<file path="src/rtl/sgdma_pkg.sv">
package sgdma_pkg;

    typedef enum logic [2:0] {
        ST_IDLE,
        ST_EVAL,
        ST_READ,
        ST_WRITE,
        ST_DONE,
        ST_FETCH
    } sg_state_e;

    localparam logic [2:0] RA_SRC   = 3'd0;
    localparam logic [2:0] RA_DST   = 3'd1;
    localparam logic [2:0] RA_LINK  = 3'd2;
    localparam logic [2:0] RA_CTRL  = 3'd3;
    localparam logic [2:0] RA_CFG   = 3'd4;
    localparam logic [2:0] RA_TCCLR = 3'd5;

    localparam int CB_SINC = 26;
    localparam int CB_DINC = 27;
    localparam int CB_TC   = 31;
    localparam int FB_EN   = 0;
    localparam int FB_MSK  = 1;

    localparam int DESC_WORDS = 4;

endpackage

</file>
<file path="src/rtl/sgdma_beat_buf.sv">
module sgdma_beat_buf #(
    parameter int DATA_W = 32,
    parameter int DEPTH  = 4,
    localparam int IDX_W = (DEPTH > 1) ? $clog2(DEPTH) : 1
) (
    input  logic              clk,
    input  logic              wr_en,
    input  logic [IDX_W-1:0]  wr_idx,
    input  logic [DATA_W-1:0] wr_data,
    input  logic [IDX_W-1:0]  rd_idx,
    output logic [DATA_W-1:0] rd_data
);

    logic [DATA_W-1:0] slot [DEPTH];

    always_ff @(posedge clk) begin
        for (int i = 0; i < DEPTH; i++) begin
            if (wr_en && (wr_idx == IDX_W'(i))) begin
                slot[i] <= wr_data;
            end
        end
    end

    assign rd_data = slot[rd_idx];

endmodule

</file>
<file path="src/rtl/sgdma_tc_irq.sv">
module sgdma_tc_irq (
    input  logic clk,
    input  logic rst_n,
    input  logic set_i,
    input  logic clr_i,
    input  logic mask_i,
    output logic status_o,
    output logic irq_o
);

    logic status_q;

    always_ff @(posedge clk or negedge rst_n) begin
        if (!rst_n) begin
            status_q <= 1'b0;
        end else if (set_i) begin
            status_q <= 1'b1;
        end else if (clr_i) begin
            status_q <= 1'b0;
        end
    end

    assign status_o = status_q;
    assign irq_o    = status_q & mask_i;

endmodule

</file>
<file path="src/rtl/sg_dma_chan.sv">
module sg_dma_chan #(
    parameter int ADDR_W = 32,
    parameter int DATA_W = 32,
    parameter int CNT_W  = 12,
    parameter int BURST  = 4
) (
    input  logic              clk,
    input  logic              rst_n,
    input  logic              reg_wr,
    input  logic [2:0]        reg_addr,
    input  logic [DATA_W-1:0] reg_wdata,
    output logic              mem_req,
    output logic              mem_we,
    output logic [ADDR_W-1:0] mem_addr,
    output logic [DATA_W-1:0] mem_wdata,
    input  logic              mem_gnt,
    input  logic [DATA_W-1:0] mem_rdata,
    output logic              chan_en,
    output logic              tc_status,
    output logic              irq
);
    import sgdma_pkg::*;

    localparam int BIDX_W = (BURST > 1) ? $clog2(BURST) : 1;
    localparam int BLEN_W = $clog2(BURST + 1);
    localparam int STEP   = DATA_W / 8;
    localparam int LINK_W = ADDR_W - 2;

    sg_state_e state_q, state_d;

    logic [ADDR_W-1:0] src_q, dst_q, fptr_q;
    logic [LINK_W-1:0] link_q;
    logic [CNT_W-1:0]  cnt_q;
    logic              sinc_q, dinc_q, tc_q;
    logic              cfg_en_q, cfg_msk_q;
    logic [BIDX_W-1:0] idx_q;
    logic [BLEN_W-1:0] blen_q, burst_len;
    logic [1:0]        fidx_q;

    logic              beat_done, last_beat, link_null, sw_wr;
    logic              tc_set, fetch_active, buf_wr;
    logic [DATA_W-1:0] buf_rd;
    logic [ADDR_W-1:0] src_step, dst_step;

    assign beat_done    = mem_req && mem_gnt;
    assign last_beat    = (BLEN_W'(idx_q) + BLEN_W'(1)) == blen_q;
    assign link_null    = (link_q == '0);
    assign sw_wr        = reg_wr && (state_q == ST_IDLE);
    assign src_step     = sinc_q ? ADDR_W'(STEP) : '0;
    assign dst_step     = dinc_q ? ADDR_W'(STEP) : '0;
    assign fetch_active = (state_q == ST_FETCH);
    assign buf_wr       = (state_q == ST_READ) && beat_done;

    always_comb begin
        if (cnt_q >= CNT_W'(BURST)) begin
            burst_len = BLEN_W'(BURST);
        end else begin
            burst_len = BLEN_W'(cnt_q);
        end
    end

    // Next-state logic
    always_comb begin
        state_d = state_q;
        unique case (state_q)
            ST_IDLE:  if (cfg_en_q) state_d = ST_EVAL;
            ST_EVAL:  state_d = (cnt_q == '0) ? ST_DONE : ST_READ;
            ST_READ:  if (beat_done && last_beat) state_d = ST_WRITE;
            ST_WRITE: if (beat_done && last_beat) state_d = ST_EVAL;
            ST_DONE:  state_d = link_null ? ST_IDLE : ST_FETCH;
            ST_FETCH: if (beat_done && (fidx_q == 2'(DESC_WORDS - 1))) state_d = ST_EVAL;
            default:  state_d = ST_IDLE;
        endcase
    end

    // State register
    always_ff @(posedge clk or negedge rst_n) begin
        if (!rst_n) begin
            state_q <= ST_IDLE;
        end else begin
            state_q <= state_d;
        end
    end

    // Outputs
    always_comb begin
        mem_req   = 1'b0;
        mem_we    = 1'b0;
        mem_addr  = '0;
        mem_wdata = '0;
        tc_set    = 1'b0;
        unique case (state_q)
            ST_READ: begin
                mem_req  = 1'b1;
                mem_addr = src_q;
            end
            ST_WRITE: begin
                mem_req   = 1'b1;
                mem_we    = 1'b1;
                mem_addr  = dst_q;
                mem_wdata = buf_rd;
            end
            ST_FETCH: begin
                mem_req  = 1'b1;
                mem_addr = fptr_q + ADDR_W'(fidx_q) * ADDR_W'(STEP);
            end
            ST_DONE: tc_set = tc_q;
            default: ;
        endcase
    end

    // Datapath registers
    always_ff @(posedge clk or negedge rst_n) begin
        if (!rst_n) begin
            src_q     <= '0;
            dst_q     <= '0;
            fptr_q    <= '0;
            link_q    <= '0;
            cnt_q     <= '0;
            sinc_q    <= 1'b0;
            dinc_q    <= 1'b0;
            tc_q      <= 1'b0;
            cfg_en_q  <= 1'b0;
            cfg_msk_q <= 1'b0;
            idx_q     <= '0;
            blen_q    <= '0;
            fidx_q    <= '0;
        end else begin
            if (sw_wr) begin
                unique case (reg_addr)
                    RA_SRC:  src_q  <= ADDR_W'(reg_wdata);
                    RA_DST:  dst_q  <= ADDR_W'(reg_wdata);
                    RA_LINK: link_q <= LINK_W'(reg_wdata >> 2);
                    RA_CTRL: begin
                        cnt_q  <= reg_wdata[CNT_W-1:0];
                        sinc_q <= reg_wdata[CB_SINC];
                        dinc_q <= reg_wdata[CB_DINC];
                        tc_q   <= reg_wdata[CB_TC];
                    end
                    RA_CFG: begin
                        cfg_en_q  <= reg_wdata[FB_EN];
                        cfg_msk_q <= reg_wdata[FB_MSK];
                    end
                    default: ;
                endcase
            end
            unique case (state_q)
                ST_EVAL: begin
                    idx_q  <= '0;
                    blen_q <= burst_len;
                end
                ST_READ: if (beat_done) begin
                    src_q <= src_q + src_step;
                    idx_q <= last_beat ? '0 : idx_q + BIDX_W'(1);
                end
                ST_WRITE: if (beat_done) begin
                    dst_q <= dst_q + dst_step;
                    cnt_q <= cnt_q - CNT_W'(1);
                    idx_q <= last_beat ? '0 : idx_q + BIDX_W'(1);
                end
                ST_DONE: begin
                    fptr_q <= {link_q, 2'b00};
                    fidx_q <= '0;
                    if (link_null) cfg_en_q <= 1'b0;
                end
                ST_FETCH: if (beat_done) begin
                    unique case (fidx_q)
                        2'd0: src_q  <= ADDR_W'(mem_rdata);
                        2'd1: dst_q  <= ADDR_W'(mem_rdata);
                        2'd2: link_q <= LINK_W'(mem_rdata >> 2);
                        default: begin
                            cnt_q  <= mem_rdata[CNT_W-1:0];
                            sinc_q <= mem_rdata[CB_SINC];
                            dinc_q <= mem_rdata[CB_DINC];
                            tc_q   <= mem_rdata[CB_TC];
                        end
                    endcase
                    fidx_q <= fidx_q + 2'd1;
                end
                default: ;
            endcase
        end
    end

    sgdma_beat_buf #(
        .DATA_W (DATA_W),
        .DEPTH  (BURST)
    ) u_buf (
        .clk     (clk),
        .wr_en   (buf_wr),
        .wr_idx  (idx_q),
        .wr_data (mem_rdata),
        .rd_idx  (idx_q),
        .rd_data (buf_rd)
    );

    sgdma_tc_irq u_tc (
        .clk      (clk),
        .rst_n    (rst_n),
        .set_i    (tc_set),
        .clr_i    (reg_wr && (reg_addr == RA_TCCLR) && reg_wdata[0]),
        .mask_i   (cfg_msk_q),
        .status_o (tc_status),
        .irq_o    (irq)
    );

    assign chan_en = cfg_en_q;

endmodule

</file>
<file path="config.mk">
export PLATFORM = sky130hd
export DESIGN_NAME = sg_dma_chan
export DESIGN_NICKNAME = d
export VERILOG_FILES = /design/src/rtl/sgdma_pkg.sv /design/src/rtl/sgdma_beat_buf.sv /design/src/rtl/sgdma_tc_irq.sv /design/src/rtl/sg_dma_chan.sv
export SDC_FILE = /design/constraint.sdc
export NUM_CORES = 1
export LEC_CHECK = 0
export BUFFER_PORTS_ARGS = -buffer_cell sky130_fd_sc_hd__buf_2
export CORE_MARGIN = 3
export CORE_UTILIZATION = 35
export DETAILED_ROUTE_END_ITERATION = 16
export GPL_TIMING_DRIVEN = 0
export PLACE_DENSITY = 0.61
export SLEW_MARGIN = 25
export SYNTH_ARGS = -nofsm -noshare
export SYNTH_HDL_FRONTEND = slang
export SYNTH_HIERARCHICAL = 1
export SYNTH_SLANG_ARGS = --single-unit
</file>
<file path="constraint.sdc">
create_clock -name clk -period 4.2 [get_ports clk]
set_clock_uncertainty 0.15 [all_clocks]
set_input_delay 0.42 -clock clk [delete_from_list [all_inputs] [get_ports clk]]
set_output_delay 0.42 -clock clk [all_outputs]
set_load 0.1 [all_outputs]
</file>
==> results of run 1 <==
[layout make-up]
class,count,area share (%)
clock buffers,38,4.69
plain buffers,88,2.60
well taps,539,3.85
clock inverters,19,1.23
flip-flops and latches,280,43.6
repair buffers,147,4.87
inverters,18,0.385
multi-input cells,922,38.8
[cell usage after synthesis (13+ instances only)]
cell / n
nand3_1: 51
o21ai_1: 62
o21ai_0: 18
inv_1: 18
nand2_1: 138
nand4_1: 35
ha_1: 13
xor2_1: 52
a22oi_1: 19
a21oi_1: 39
nor4_1: 20
dfrtp_1: 152
nor3_1: 14
mux2i_1: 101
and3_1: 47
nor2_1: 44
o22ai_1: 35
mux4_2: 30
buf_2: 27
edfxtp_1: 128
xnor2_1: 20
a221o_1: 24
mux2_2: 26
clkbuf_1: 45
[worst reg2reg max path, stage by stage, from the launching register on]
cell      delay [ns]
dfrtp_1         0.40
buf_2           0.21
nor3b_2         0.62
nand2_1         0.36
inv_1           0.28
clkbuf_1        0.64
nor3b_4         0.73
buf_6           0.27
[worst min path at each step]
stage / slack [ns] / end / depth (start not counted) / from
2_1_floorplan: -0.03 / blen_q[0]$_DFFE_PN0P_ / 0 / rst_n
3_3_place_gp: 0.32 / src_q[1]$_DFFE_PN0N_ / 2 / src_q[1]$_DFFE_PN0N_
3_5_place_dp: 0.27 / fptr_q[4]$_DFFE_PN0P_ / 1 / rst_n
4_1_cts: 0.00002 / cfg_msk_q$_DFFE_PN0P_ / 2 / reg_wdata[1]
5_1_grt: 0.01 / u_buf/slot[3][25]$_DFFE_PP_ / 1 / mem_rdata[25]
6_report: 0.01 / src_q[0]$_DFFE_PN0N_ / 3 / mem_rdata[0]
[per-layer routing]
layer,part of all wire (%),wire length (um),global-route usage [%],up-vias
met2,45,23300,35.6,601
li1,-,-,-,5348
met1,43,22300,33.0,5978
met5,0,0,0,-
met3,9.4,4890,4.00,108
met4,3.4,1760,6.42,0
[flip-flops by register name, indices dropped and copies added (netlist names)]
register       cells
u_buf/slot       128
idx_q              2
sinc_q             1
cfg_msk_q          1
tc_q               1
fptr_q            30
dinc_q             1
state_q            3
dst_q             32
blen_q             3
fidx_q             2
cnt_q             12
u_tc/status_o      1
src_q             32
chan_en            1
link_q            30
[placed cells by master (no fill, tap or decap), types with 26 or more instances in the layout]
master     instances
o21ai_1           62
clkbuf_1          49
edfxtp_1         128
a21oi_1           38
buf_2            162
mux4_2            30
and3_1            46
o22ai_1           35
clkbuf_16         31
mux2i_1          101
xor2_1            52
nand2_1          138
dfrtp_1          152
nor2_1            44
nand3_1           51
mux2_2            26
nand4_1           35
[cells by family (layout without fill, tap and decap cells)]
kind of cell | after synthesis | after routing | share of synthesized area [%]
multiplexers | 163 | 163 | 13.9
XOR/XNOR | 72 | 72 | 4.22
buffers and inverters | 106 | 310 | 3.49
AND/OR/NAND/NOR | 415 | 415 | 14.7
adder cells (fa/ha/maj) | 14 | 14 | 1.22
flip-flops | 280 | 280 | 51.1
AO/OA/AOI/OAI | 258 | 258 | 11.3
[power breakdown]
group	total, mW	leakage [nW]	switching [mW]	internal [mW]
registers	4.34	3.14	0.788	3.55
logic	5.91	3.50	4.16	1.75
clock network	2.81	0.513	1.17	1.64
total	13.1	7.15	6.12	6.94
[per-stage QoR]
stage          setup TNS (ns)  hold slack, ns  power [mW]  std cells  util [%]
2_1_floorplan               0         -0.0256        8.62       1308         -
3_3_place_gp           -61.73           0.315        10.1       1986      38.8
3_5_place_dp                0           0.273        10.2       1992      39.2
4_1_cts                     0       0.0000231        13.0       2051      41.7
5_1_grt                     0          0.0119        13.6       2051      41.7
6_report                    0          0.0147        13.1       2051      41.7
[repair_timing]
action	in CTS	in global routing
hold endpoints to repair	72	0
setup endpoints to repair	6	2
gates resized for setup	2	2
hold buffers	2	0
==> results.yml, run 1 <==
placement:
  preCtsSetupSlack_ns: 0.283
  placed_cell_area_sq_um: 16500
  port_buffers: 139
  gpl.final_weighted_congestion: 0.935
  dp_hpwl_um: 38400
setup_path:
  cp.depth: 6
  reg2reg_depth: 7
  setup.worst_path.end: "mem_addr[20]"
  worstSetupEndpointType: "primary output"
  cpLargestDelayFamily: "buffers and inverters"
  cp_max_fo: 10
  worst-setup-path-type: "reg -> out"
  crit_buf_inv: 4
  ff2ff_setup_slack_ns: 0.22
  critPathSlowestCell: "buf_1"
  crit_path_cell_trace: "buf_2 -> buf_2 -> buf_1 -> mux2i_1 -> o22ai_1 -> buf_2"
  arrival_ns: 3.51
  critPathLaunchType: "flop"
  cpMostUsedCell: "buf_2"
  cpPeakStageDelay_ns: 0.73
  required_ns: 3.63
  crit_path_start: "state_q[0]$_DFFE_PN0P_"
  r2r_start: "state_q[1]$_DFFE_PN0P_"
  worst_r2r_endpoint: "u_buf/slot[0][26]$_DFFE_PP_"
layout:
  layout.nets: 1573
  diodes: 0
  drive_gt1_share_pct: 19.8
  fillerInstances: 4031
  design_area_sq_um: 17500
  syn_to_final_growth_pct: 17.3
  regArea_sq_um: 7650
  multi_input_area_sq_um: 6800
synthesis:
  syn_nets: 1393
  yosys.area.top_type: "edfxtp_1"
  synth.area.top_cells: "edfxtp_1 26%, dfrtp_1 25%, mux2i_1 6.8%"
  yosys_warnings: 6
  synth_edf_count: 128
  ys_seq_area_share_pct: 51.1
  synth-seq-cells: 280
  yosys.area.top_type_share_pct: 25.7
  avgSynthCellArea_sq_um: 11.4
  synth_ff_type: "dfrtp_1"
  netlist_area_sq_um: 15000
  async_flop_share_pct: 54.3
  netlist-cell-type-count: 69
  synthCells: 1308
floorplan:
  row_count: 75
  fp.dieW_um: 213
  ios: 140
  fp.dieH_um: 213
  initial_core_util_pct: 35.6
  dieArea_sq_um: 45200
  core_region_area_sq_um: 42000
run:
  drv_cap: 0
sta:
  fmax_mhz: 245
  setup_viol: 0
  fin_crit_ns: 4.08
  slew_viol_final: 0
  relSlewSlack_pct: 29.5
  setup_ws_ns: 0.121
  tightest_slew_ns: 1.05
  rsz0062_at_grt: "false"
  finalCritPeriodShare_pct: 97.1
  hold_violations: 0
pwr:
  ir_drop_mv: 0.442
  power_density_nw_per_um2: 745
  power_leakage_nw: 7.15
clocking:
  post_cts_buffers: 0
  max-clock-path-buffers: 3
  cts_buffers: 31
  worstSkewPairLatency_ns: 0.60
  clkSinkCount: 280
  htreeDepth: 1
  cts_tree: "built"
  clk_pin_slew_ns: 0.06
  root_buffer: "clkbuf_16"
global_routing:
  grt_pass1_vias: 11800
  grt_pass1_wl_um: 77200
  grt_max_degree: 85
  antenna_found_initial: 0
  gr-usage-all-layers_pct: 22.8
  grt_overflow: 0
detailed_routing:
  wire_per_inst_um: 25.5
  viasPerCell: 5.87
  dr_total_vias: 12000
  ant_nets: 0
  finalWirelength_um: 52300
  drt_pass1_iterations: 6
  drtIter0Drc: 1425
  drc: 0
outcome:
  status: "finished clean"
hold_path:
  hp-class: "in -> reg"
No activity file was read; power rests on OpenSTA's default activity.
==> run 2, diff against run 1 <==
--- a/config.mk
+++ b/config.mk
@@ -7,10 +7,10 @@
 export LEC_CHECK = 0
 export BUFFER_PORTS_ARGS = -buffer_cell sky130_fd_sc_hd__buf_2
 export CORE_MARGIN = 3
-export CORE_UTILIZATION = 35
+export CORE_UTILIZATION = 45
 export DETAILED_ROUTE_END_ITERATION = 16
 export GPL_TIMING_DRIVEN = 0
-export PLACE_DENSITY = 0.61
+export PLACE_DENSITY = 0.73
 export SLEW_MARGIN = 25
 export SYNTH_ARGS = -nofsm -noshare
 export SYNTH_HDL_FRONTEND = slang
==> constraint.sdc (replaced) <==
create_clock -name clk -period 4.2 [get_ports clk]
set_clock_uncertainty 0.15 [all_clocks]
set_input_delay 0.42 -clock clk [delete_from_list [all_inputs] [get_ports clk]]
set_output_delay 0.42 -clock clk [all_outputs]
set_load 0.05 [all_outputs]
==> run 2 against run 1 <==
Net effect: die area is 22% lower; via count grew 2.9%; highest routed layer unchanged; power decreased by 9.3%; combinational power shrank 18%; setup slack better by 0.081 ns; utilization grew 11 points; clock-buffer cell count is 1 lower; wire length fell by 3.8%; clock power shrank 7.5%.
==> results.yml, run 2 (same netlist as run 1, synthesis figures left out) <==
run:
  drv_cap: 0
hold_path:
  hp-class: "in -> reg"
layout:
  final_cell_mix: "165 x buf_2, 152 x dfrtp_1, 138 x nand2_1"
  syn_to_final_growth_pct: 15.8
  regArea_sq_um: 7650
  design_area_sq_um: 17300
  regMostFlops: "u_buf/slot"
  fin_util_pct: 53.1
  diodes: 0
  fin_cells: 1948
  final_common_cell: "buf_2"
  reg_top3: "u_buf/slot x128, dst_q x32, src_q x32"
  multi_input_area_sq_um: 6810
  largest_reg_flops: 128
  fillerInstances: 2839
  layout.nets: 1572
  drive_gt1_share_pct: 19.9
floorplan:
  row_count: 66
  ios: 140
  fp.dieH_um: 188
  fp.dieW_um: 188
  dieArea_sq_um: 35400
  core_region_area_sq_um: 32600
  initial_core_util_pct: 45.8
setup_path:
  critPathLaunchType: "flop"
  required_ns: 4.32
  arrival_ns: 4.12
  critPathSlowestCell: "nor3b_4"
  cp_max_fo: 13
  worst-setup-path-type: "reg -> reg"
  cpPeakStageDelay_ns: 0.66
  worstSetupEndpointType: "flop"
  crit_path_cell_trace: "buf_2 -> nor3b_4 -> nand2_1 -> inv_1 -> clkbuf_1 -> nor3b_4 -> buf_6 -> buf_6 -> buf_6"
  cpMostUsedCell: "buf_6"
placement:
  dp_cells: 1896
  dp_hpwl_um: 36300
  port_buffers: 139
  gpl.final_weighted_congestion: 0.959
  placed_cell_area_sq_um: 16400
sta:
  finalCritPeriodShare_pct: 95.2
  setup_viol: 0
  holdWs_ns: 0.0256
  relSlewSlack_pct: 23.8
  hold_violations: 0
  fin_crit_ns: 4.00
  fmax_mhz: 250
  tightest_slew_ns: 1.14
  rsz0062_at_grt: "false"
  slew_viol_final: 0
clocking:
  worstSkewPairLatency_ns: 0.57
  cts_buffers: 30
  clk_pin_slew_ns: 0.06
  htreeDepth: 1
  root_buffer: "clkbuf_16"
  cts_tree: "built"
  clkSinkCount: 280
  max-clock-path-buffers: 3
global_routing:
  grt_overflow: 0
  antenna_found_initial: 0
  grt_max_degree: 82
  gr-usage-all-layers_pct: 27.7
  grt_pass1_vias: 11800
  grt_pass1_wl_um: 74700
detailed_routing:
  finalWirelength_um: 50300
  wire_per_inst_um: 25.8
  dr_total_vias: 12400
  drt_pass1_iterations: 5
  drtIter0Drc: 1629
  ant_nets: 0
  drc: 0
  viasPerCell: 6.36
pwr:
  power_leakage_nw: 7.09
  p_seq_share_pct: 36.9
  power_density_nw_per_um2: 684
  clkPwrFrac_pct: 22.0
  p_comb_share_pct: 41.1
  p_int_mw: 6.77
  p_sw_share_pct: 42.8
  switchingPower_mw: 5.07
  ir_drop_mv: 0.471
outcome:
  status: "finished clean"
## run 2: final timing paths
path                                        startpoint                           to  slack, ns  depth (start not counted)
min in group asynchronous                        rst_n          link_q[2]$_DFF_PN0_       0.27                          2
worst max register to register  state_q[1]$_DFFE_PN0P_  u_buf/slot[0][26]$_DFFE_PP_       0.20                          9
max in group asynchronous                        rst_n         link_q[26]$_DFF_PN0_       2.78                          3
worst max-delay path            state_q[1]$_DFFE_PN0P_  u_buf/slot[0][26]$_DFFE_PP_       0.20                          9
worst min register to register    src_q[1]$_DFFE_PN0N_         src_q[1]$_DFFE_PN0N_       0.33                          2
worst min-delay path                     mem_rdata[21]  u_buf/slot[1][21]$_DFFE_PP_       0.03                          1
## run 2: repair_timing
item                       in CTS  in global routing
hold buffers                    1                  0
hold endpoints to repair       71                  0
resized for setup               0                  4
setup endpoints to repair       0                 19
setup buffers                   0                  0
## run 2: per-stage QoR
| stage | setup TNS, ns | power [mW] | setup slack, ns |
|---|---|---|---|
| 6_report | 0 | 11.8 | 0.202 |
| 5_1_grt | 0 | 12.3 | 0.104 |
| 4_1_cts | 0 | 11.8 | 0.0737 |
| 3_5_place_dp | 0 | 9.17 | 0.114 |
| 3_3_place_gp | -47.70 | 9.01 | -1.02 |
| 2_1_floorplan | 0 | 7.62 | 0.787 |
## run 2: metal layers
layer	share of wire (%)	vias to the layer above	GRT usage (%)
li1	-	5333	-
met1	41	6147	39.7
met2	44	774	42.4
met3	11	134	5.12
met4	4.2	0	10.1
met5	0	-	0
## run 2: final cells by class
class / instances / share of cell area, %
clock inverter: 14 / 0.852
sequential: 280 / 44.2
timing repair buffer: 147 / 4.88
multi-input combinational: 922 / 39.3
buffer: 88 / 2.63
inverter: 18 / 0.390
tap: 442 / 3.19
clock buffer: 37 / 4.60
## run 2: worst max-delay path, delay by kind of cell (launching register included)
family,cells,cell delay (ns)
and+or+nand+nor,3,1.47
DFF,1,0.40
buffers and inverters,6,1.67
## run 2: power groups by stage
stage               Sequential (mW)  Clock, mW  Combinational (mW)
global route                   4.43       2.73                5.18
finish                         4.37       2.60                4.87
global placement               4.34          0                4.67
floorplan                      4.11          0                3.51
CTS                            4.32       2.62                4.82
detailed placement             4.36          0                4.80
